<file path="src/rtl/useq_pkg.sv">
package useq_pkg;

  typedef enum logic [2:0] {
    OP_NEXT  = 3'd0,
    OP_MAP   = 3'd1,
    OP_JUMP  = 3'd2,
    OP_BCOND = 3'd3,
    OP_CALL  = 3'd4,
    OP_RET   = 3'd5
  } seq_op_e;

  // one-hot source picks plus the return-save strobe
  typedef struct packed {
    logic pickInc;
    logic pickMap;
    logic pickTarget;
    logic pickRet;
    logic pickVec;
    logic saveRet;
  } seq_strobe_t;

endpackage

</file>
<file path="src/rtl/useq_ctrl.sv">
module useq_ctrl
  import useq_pkg::*;
#(
  parameter int FLAG_W = 4,
  localparam int SEL_W = (FLAG_W > 1) ? $clog2(FLAG_W) : 1
) (
  input  logic              clk,
  input  logic              rstN,
  input  logic              testIrq,
  input  logic              irqPending,
  input  logic [2:0]        seqOp,
  input  logic [SEL_W-1:0]  condSel,
  input  logic [FLAG_W-1:0] flags,
  output seq_strobe_t       strobes
);

  logic irqHit;
  logic condTrue;

  assign irqHit   = testIrq & irqPending;
  assign condTrue = flags[condSel];

  always_comb begin
    strobes = '0;
    if (irqHit) begin
      strobes.pickVec = 1'b1;
    end else begin
      unique case (seqOp)
        OP_RET:   strobes.pickRet = 1'b1;
        OP_CALL: begin
          strobes.pickTarget = 1'b1;
          strobes.saveRet    = 1'b1;
        end
        OP_JUMP:  strobes.pickTarget = 1'b1;
        OP_BCOND: begin
          strobes.pickTarget = condTrue;
          strobes.pickInc    = ~condTrue;
        end
        OP_MAP:   strobes.pickMap = 1'b1;
        default:  strobes.pickInc = 1'b1;
      endcase
    end
  end

  assert_single_pick_R2: assert property (@(posedge clk) disable iff (!rstN)
    $countones({strobes.pickInc, strobes.pickMap, strobes.pickTarget,
                strobes.pickRet, strobes.pickVec}) == 1);

  assert_irq_wins_R8: assert property (@(posedge clk) disable iff (!rstN)
    (testIrq && irqPending) |-> (strobes.pickVec && !strobes.saveRet));

endmodule

</file>
<file path="src/rtl/useq_path.sv">
module useq_path
  import useq_pkg::*;
#(
  parameter int                ADDR_W     = 11,
  parameter int                OPC_W      = 4,
  parameter int                MAP_SHIFT  = 3,
  parameter logic [ADDR_W-1:0] MAP_BASE   = 11'h100,
  parameter logic [ADDR_W-1:0] IRQ_VEC    = 11'h7F0,
  parameter logic [ADDR_W-1:0] RESET_ADDR = '0
) (
  input  logic              clk,
  input  logic              rstN,
  input  seq_strobe_t       strobes,
  input  logic [ADDR_W-1:0] branchAddr,
  input  logic [OPC_W-1:0]  opcode,
  output logic [ADDR_W-1:0] addrQ
);

  logic [ADDR_W-1:0] retQ;
  logic [ADDR_W-1:0] incAddr;
  logic [ADDR_W-1:0] mapAddr;
  logic [ADDR_W-1:0] nextAddr;

  assign incAddr = addrQ + ADDR_W'(1);
  assign mapAddr = MAP_BASE + (ADDR_W'(opcode) << MAP_SHIFT);

  always_comb begin
    nextAddr = incAddr;
    if (strobes.pickVec)         nextAddr = IRQ_VEC;
    else if (strobes.pickRet)    nextAddr = retQ;
    else if (strobes.pickTarget) nextAddr = branchAddr;
    else if (strobes.pickMap)    nextAddr = mapAddr;
  end

  always_ff @(posedge clk) begin
    if (!rstN) begin
      addrQ <= RESET_ADDR;
      retQ  <= RESET_ADDR;
    end else begin
      addrQ <= nextAddr;
      if (strobes.saveRet) retQ <= incAddr;
    end
  end

  assert_call_saves_R6: assert property (@(posedge clk) disable iff (!rstN)
    strobes.saveRet |=> (retQ == ADDR_W'($past(addrQ) + 1)));

  assert_ret_loads_R7: assert property (@(posedge clk) disable iff (!rstN)
    strobes.pickRet |=> (addrQ == $past(retQ)));

  assert_ret_kept_R8: assert property (@(posedge clk) disable iff (!rstN)
    !strobes.saveRet |=> $stable(retQ));

endmodule

</file>
<file path="src/rtl/micro_seq.sv">
module micro_seq
  import useq_pkg::*;
#(
  parameter int                ADDR_W     = 11,
  parameter int                OPC_W      = 4,
  parameter int                FLAG_W     = 4,
  parameter int                MAP_SHIFT  = 3,
  parameter logic [ADDR_W-1:0] MAP_BASE   = 11'h100,
  parameter logic [ADDR_W-1:0] IRQ_VEC    = 11'h7F0,
  parameter logic [ADDR_W-1:0] RESET_ADDR = '0,
  localparam int               SEL_W      = (FLAG_W > 1) ? $clog2(FLAG_W) : 1
) (
  input  logic              clk,
  input  logic              rstN,
  input  logic              testIrq,
  input  logic              irqPending,
  input  logic [2:0]        seqOp,
  input  logic [SEL_W-1:0]  condSel,
  input  logic [FLAG_W-1:0] flags,
  input  logic [ADDR_W-1:0] branchAddr,
  input  logic [OPC_W-1:0]  opcode,
  output logic [ADDR_W-1:0] ctrlAddr
);

  seq_strobe_t strobes;

  useq_ctrl #(.FLAG_W(FLAG_W)) ctrl_i (
    .clk        (clk),
    .rstN       (rstN),
    .testIrq    (testIrq),
    .irqPending (irqPending),
    .seqOp      (seqOp),
    .condSel    (condSel),
    .flags      (flags),
    .strobes    (strobes)
  );

  useq_path #(
    .ADDR_W     (ADDR_W),
    .OPC_W      (OPC_W),
    .MAP_SHIFT  (MAP_SHIFT),
    .MAP_BASE   (MAP_BASE),
    .IRQ_VEC    (IRQ_VEC),
    .RESET_ADDR (RESET_ADDR)
  ) path_i (
    .clk        (clk),
    .rstN       (rstN),
    .strobes    (strobes),
    .branchAddr (branchAddr),
    .opcode     (opcode),
    .addrQ      (ctrlAddr)
  );

  assert_step_one_R2: assert property (@(posedge clk) disable iff (!rstN)
    (seqOp == 3'd0 && !(testIrq && irqPending)) |=> (ctrlAddr == ADDR_W'($past(ctrlAddr) + 1)));

  assert_jump_target_R4: assert property (@(posedge clk) disable iff (!rstN)
    (seqOp == 3'd2 && !(testIrq && irqPending)) |=> (ctrlAddr == $past(branchAddr)));

  assert_vector_R8: assert property (@(posedge clk) disable iff (!rstN)
    (testIrq && irqPending) |=> (ctrlAddr == IRQ_VEC));

endmodule

</file>
<file path="config.mk">
export PLATFORM = sky130hd
export DESIGN_NAME = micro_seq
export DESIGN_NICKNAME = d
export VERILOG_FILES = /design/src/rtl/useq_pkg.sv /design/src/rtl/useq_ctrl.sv /design/src/rtl/useq_path.sv /design/src/rtl/micro_seq.sv
export SDC_FILE = /design/constraint.sdc
export NUM_CORES = 1
export LEC_CHECK = 0
export ABC_AREA = 0
export BUFFER_PORTS_ARGS = -buffer_cell sky130_fd_sc_hd__clkbuf_2
export CAP_MARGIN = 20
export CORE_ASPECT_RATIO = 0.5
export CORE_MARGIN = 1
export CORE_UTILIZATION = 40
export CTS_BUF_LIST = sky130_fd_sc_hd__clkbuf_2 sky130_fd_sc_hd__clkbuf_4 sky130_fd_sc_hd__clkbuf_8
export CTS_CLUSTER_SIZE = 10
export DETAILED_ROUTE_END_ITERATION = 6
export GPL_TIMING_DRIVEN = 0
export PLACE_DENSITY_LB_ADDON = 0.25
export SLEW_MARGIN = 15
export SYNTH_ARGS = -nofsm -noshare
export SYNTH_HDL_FRONTEND = slang
export SYNTH_SLANG_ARGS = --single-unit
</file>
<file path="constraint.sdc">
create_clock -name clk -period 2.5 [get_ports clk]
set_input_delay 0.125 -clock clk [delete_from_list [all_inputs] [get_ports clk]]
set_output_delay 0.125 -clock clk [all_outputs]
set_load 0.1 [all_outputs]
</file>
# Word level (Yosys, flattened, before mapping)
# Cells that the tools add are included.
dict set report word_totals {
  ff_bits 22
  in_bits 28
  output_inout_bits 11
  word_cells 28
}
dict set report op_classes {
  add_sub_neg 2
  magnitude_cmp 1
  eq_ne 5
  muxes 13
  bitwise_logic 2
  n_reduce_logical 2
}
# operator n
set op_table {}
lappend op_table {{two-way mux 11 bit} 4}
lappend op_table {{adder 11 x 1 -> 11 bit, second input constant} 1}
lappend op_table {{adder 9 x 7 -> 10 bit, first input constant} 1}
lappend op_table {{equality test 3 x 2 -> 1 bit, second input constant} 2}
lappend op_table {{equality test 3 bit, second input constant} 2}
lappend op_table {{two-way mux 1 bit} 6}
lappend op_table {{OR reduction 2 bit} 2}
lappend op_table {{equality test 3 x 1 -> 1 bit, second input constant} 1}
lappend op_table {{less-than comparator 2 x 3 -> 1 bit, second input constant} 1}
lappend op_table {{two-way mux 3 bit} 1}
lappend op_table {{binary-select mux 1 bit (select 2 bit)} 1}
lappend op_table {{one-hot mux 1 bit (2 select lines)} 1}
lappend op_table {{bitwise AND 1 bit} 1}
lappend op_table {{NOT 1 bit} 1}

# Depth between registers and ports, before layout
dict set report logic_depth {
  depth_word 8
  ltp_mapped 6
  ltp_nobuf 6
}

# Hierarchy
# Synthesis repeated with hierarchy kept, for this count alone.
dict set report hier_totals {
  hier_cells 162
  hier_area_um2 1291.2
}
# module instances cells_each area_each_um2 seq_area_each_um2
set by_module_without_submodules {}
lappend by_module_without_submodules {useq_path 1 144 1162.4 440.4}
lappend by_module_without_submodules {useq_ctrl 1 18 128.9 0.0}

# Least setup slack after synthesis
# Ideal clock, no wire load.
dict set report synth_timing {
  kind {flip-flop to flip-flop}
  startpoint {register path_i.addrQ[2]}
  endpoint {register path_i.addrQ[7]}
  setup_time_ns 0.070
  arrival_time_ns 2.131
  t_required_ns 2.430
  setup_slack_ns 0.299
  path_stages_with_launch 6
  path_buffers 0
  synth_period_minus_slack_ns 2.201
  cell_sequence {dfxtp_1 -> and4_1 -> nand4_1 -> xor2_1 -> or3_1 -> a21oi_1}
}
dict set report synth_via {
  elab_chain_cells 5
}
# element line_no
set synth_lines {}
lappend synth_lines {{from (decl)} useq_path.sv:16} ;# output logic [ADDR_W-1:0] addrQ
lappend synth_lines {{from (signal assigned)} useq_path.sv:40} ;# addrQ <= nextAddr;
lappend synth_lines {{adder 11 x 1 -> 11 bit} useq_path.sv:24} ;# assign incAddr = addrQ + ADDR_W'(1);
lappend synth_lines {{two-way mux 11 bit} useq_path.sv:32} ;# else if (strobes.pickMap) nextAddr = mapAddr;
lappend synth_lines {{two-way mux 11 bit} useq_path.sv:31} ;# else if (strobes.pickTarget) nextAddr = branchAddr;
lappend synth_lines {{two-way mux 11 bit} useq_path.sv:30} ;# else if (strobes.pickRet) nextAddr = retQ;
lappend synth_lines {{two-way mux 11 bit} useq_path.sv:29} ;# if (strobes.pickVec) nextAddr = IRQ_VEC;
# Every way passes these cells.
# A chain may end at the register's enable or synchronous reset.

# Final worst setup path
dict set report layout_timing {
  startpoint {input port seqOp[1]}
  endpoint {register path_i.addrQ[3]}
}
dict set report layout_via {
  elab_chain_cells 6
  elab_cells_between_ends 13
  classes_between {eq/ne (5); mux (7); reduce/logical (1)}
}
# element line_no
set layout_lines {}
lappend layout_lines {{from (decl)} micro_seq.sv:17} ;# input logic [2:0] seqOp,
lappend layout_lines {{equality test 3 bit (tied with other cells)} -}
lappend layout_lines {{OR reduction 2 bit (no line) / two-way mux 1 bit (equally long branches)} -}
lappend layout_lines {{one-hot mux 1 bit (2 select lines) / two-way mux 3 bit (equally long branches)} {useq_ctrl.sv:28, useq_ctrl.sv:25}}
lappend layout_lines {{two-way mux 3 bit (*)} useq_ctrl.sv:25} ;# if (irqHit) begin
lappend layout_lines {{two-way mux 11 bit} useq_path.sv:31}
lappend layout_lines {{two-way mux 11 bit (*)} useq_path.sv:30}
# Mark *: on every way between the ends. The rest lies on a longest branch, timed or not.

==> results.json <==
{
  "num_rows": 13,
  "avgSynthCellArea_um2": 8.20,
  "ys_ff_latch": 22,
  "wl_mm": 3.32,
  "drt_iter0_drc": 101,
  "maxSlewViolCount": 0,
  "cts_tree": "yes",
  "syn_area_mm2": 0.00125,
  "grt_max_degree": 13,
  "timing_hold_violations_final": 0,
  "post-cts-setup-buffers": 0,
  "viasPerCell": 5.51,
  "crit_chain": "clkbuf_2, nand2b_1, nor3_1, mux2i_1, mux2i_1, a211oi_2",
  "detail_route.wl_per_cell_um": 14.4,
  "max_freq_mhz": 588,
  "synth_cell_types": 40,
  "yosys_warnings": 0,
  "arrival_ns": 1.88,
  "power_switching_mw": 0.365,
  "min_period_ns": 1.70,
  "ctsResizeCount": 0,
  "comb_power_share_pct": 31.7,
  "cap_violations": 0,
  "pwr_density_cell_mw_per_mm2": 626,
  "drc": 0,
  "slowest_stage": "nor3_1",
  "synthTopCellsByArea": "dfxtp_1, nor2_1, a211oi_1, a21oi_1, mux2i_1",
  "grt_pass1_wl_mm": 5.38,
  "gp_congestion": 0.855,
  "io_buffers": 38,
  "cts_root_buf": "clkbuf_8",
  "cp-start-kind": "primary input",
  "setup_violations": 0,
  "coreArea_mm2": 0.00277,
  "postRouteAntennaNets": 0,
  "status": "finished clean",
  "antenna_cells": 0,
  "grt_setup_unrepaired": "false",
  "clock_path_buffers": 2,
  "layout.nets": 224,
  "synth_fp_nets": 181,
  "synth_top_area_share_pct": 35.3,
  "dpl.hpwl_mm": 2.51,
  "drt_first_pass_iters": 4,
  "worst_slew_pin_slew_ns": 1.03,
  "p_seq_share_pct": 41.7,
  "max_stage_delay_ns": 0.80,
  "overflow": 0,
  "crit_top_cell": "mux2i_1",
  "path_clk_slew_ns": 0.07,
  "synth-main-ff-cell": "dfxtp_1",
  "htree_levels": 1,
  "die_x_um": 80.9,
  "hp-class": "in -> reg",
  "clock_sinks": 22,
  "ys_async_sr_fraction_pct": 0,
  "ys_seq_area_share_pct": 35.3,
  "slew-limit-headroom_pct": 30.7,
  "yosysMostFrequentCell": "nor2_1",
  "worst_slack_ns": 0.800,
  "end_kind": "register",
  "switching_share_pct": 37.9,
  "skew_ns": 0.00691,
  "fillers": 278,
  "antenna_found_initial": 0,
  "ir_drop_uv": 209,
  "numCtsBuffers": 3,
  "yosys-top-cells-count": "nor2_1, dfxtp_1, nand2_1",
  "intPower_mw": 0.598,
  "synth_edf_count": 0,
  "track_usage_pct": 21.2,
  "finalSetupTns_ns": 0,
  "initial_core_util_pct": 45.1,
  "p_clk_share_pct": 26.6,
  "synth_top_cell_by_area": "dfxtp_1",
  "drive_gt1_share_pct": 25.8,
  "period_share_pct": 68.0,
  "pin_count": 39,
  "clkLatencyLatePin_ns": 0.26,
  "crit_type": "in -> reg",
  "syn_inst": 152,
  "grt_pass1_vias": 1165,
  "fp.dieArea_mm2": 0.00336,
  "crit_fanout": 8,
  "route.vias.total": 1273,
  "syn_to_final_growth_pct": 23.4,
  "postCtsHoldBufs": 0,
  "required_ns": 2.68,
  "p_leak_nw": 0.655,
  "fp.dieH_um": 41.5,
  "post-place-ws_ns": 0.487
}
## cell type report
type / count / area (µm²) / share of cell area (%)
Sequential cell: 22 / 440 / 28.6
Tap cell: 37 / 46.3 / 3.01
Inverter: 8 / 30.0 / 1.95
Multi-Input combinational cell: 118 / 759 / 49.4
Clock buffer: 4 / 55.1 / 3.58
Buffer: 4 / 16.3 / 1.06
Timing Repair Buffer: 38 / 190 / 12.4
## cells in the final DEF, fill, tap and decap left out, drive strengths merged, types with 2 or more instances in the layout
| master | count |
|---|---|
| dfxtp | 22 |
| a211oi | 8 |
| xor2 | 5 |
| inv | 7 |
| nor3 | 6 |
| nand4 | 4 |
| o22ai | 4 |
| a211o | 2 |
| nand3 | 3 |
| nor2 | 24 |
| xnor2 | 4 |
| clkbuf | 45 |
| mux2i | 5 |
| o21ai | 7 |
| mux2 | 2 |
| nand2b | 2 |
| a21oi | 10 |
| o221ai | 2 |
| a2111oi | 2 |
| nand3b | 2 |
| nor4 | 2 |
| nand2 | 11 |
## final timing paths
check	from	to	slack, ns	cells past startpoint
setup reg to reg	path_i.addrQ[0]$_SDFF_PP0_	path_i.addrQ[2]$_SDFF_PP0_	0.89	5
hold reg to reg	path_i.retQ[8]$_SDFFE_PN0P_	path_i.retQ[8]$_SDFFE_PN0P_	0.48	2
setup / recovery	seqOp[1]	path_i.addrQ[3]$_SDFF_PP0_	0.80	6
hold / removal	branchAddr[1]	path_i.addrQ[1]$_SDFF_PP0_	0.1	3
## logic make-up after synthesis
| logic type | after synthesis | share of synthesized area, % |
|---|---|---|
| AO/OA/AOI/OAI | 41 | 23.4 |
| XOR/XNOR | 9 | 6.32 |
| adder cells (fa/ha/maj) | 1 | 1.00 |
| buffers and inverters | 12 | 3.71 |
| flip-flops | 22 | 35.3 |
| multiplexers | 7 | 5.82 |
| AND/OR/NAND/NOR | 60 | 24.4 |
## stage by stage
| step | instance area (µm²) | hold WS [ns] | cells | utilization, % | total power [mW] |
|---|---|---|---|---|---|
| floorplan | 1250 | 0.251 | 152 | - | 0.640 |
| global placement | 1480 | 0.367 | 227 | 53.6 | 0.709 |
| detailed placement | 1480 | 0.374 | 227 | 53.6 | 0.712 |
| CTS | 1540 | 0.0940 | 231 | 55.6 | 0.970 |
| global route | 1540 | 0.124 | 231 | 55.6 | 1.01 |
| finish | 1540 | 0.0980 | 231 | 55.6 | 0.963 |
## flip-flops by register name, indices dropped and copies added, names as in the netlist
signal / count
path_i.addrQ: 11
path_i.retQ: 11
## critical path, delay by kind of cell
| kind | cells | cell delay, ns |
|---|---|---|
| AO/OA/AOI/OAI | 1 | 0.23 |
| buffers and inverters | 1 | 0.15 |
| AND/OR/NAND/NOR | 2 | 1.01 |
| multiplexers | 2 | 0.36 |
## layer usage
metal | vias up | share of wire (%) | wire length [µm] | global-route usage (%)
li1 | 638 | - | - | -
met2 | 44 | 47 | 1580 | 34.5
met4 | 0 | 0 | 0 | 3.57
met3 | 0 | 5.7 | 189 | 4.62
met5 | - | 0 | 0 | 0
met1 | 591 | 47 | 1550 | 29.1
## power groups by stage
stage                     registers (mW)  clock network, mW  logic, mW
after floorplan                    0.535                  0      0.106
after global placement             0.409                  0      0.301
after detailed placement           0.409                  0      0.304
after CTS                          0.401              0.263      0.305
after global routing               0.404              0.276      0.325
final                              0.402              0.256      0.306
(Power assumes the default switching activity.)
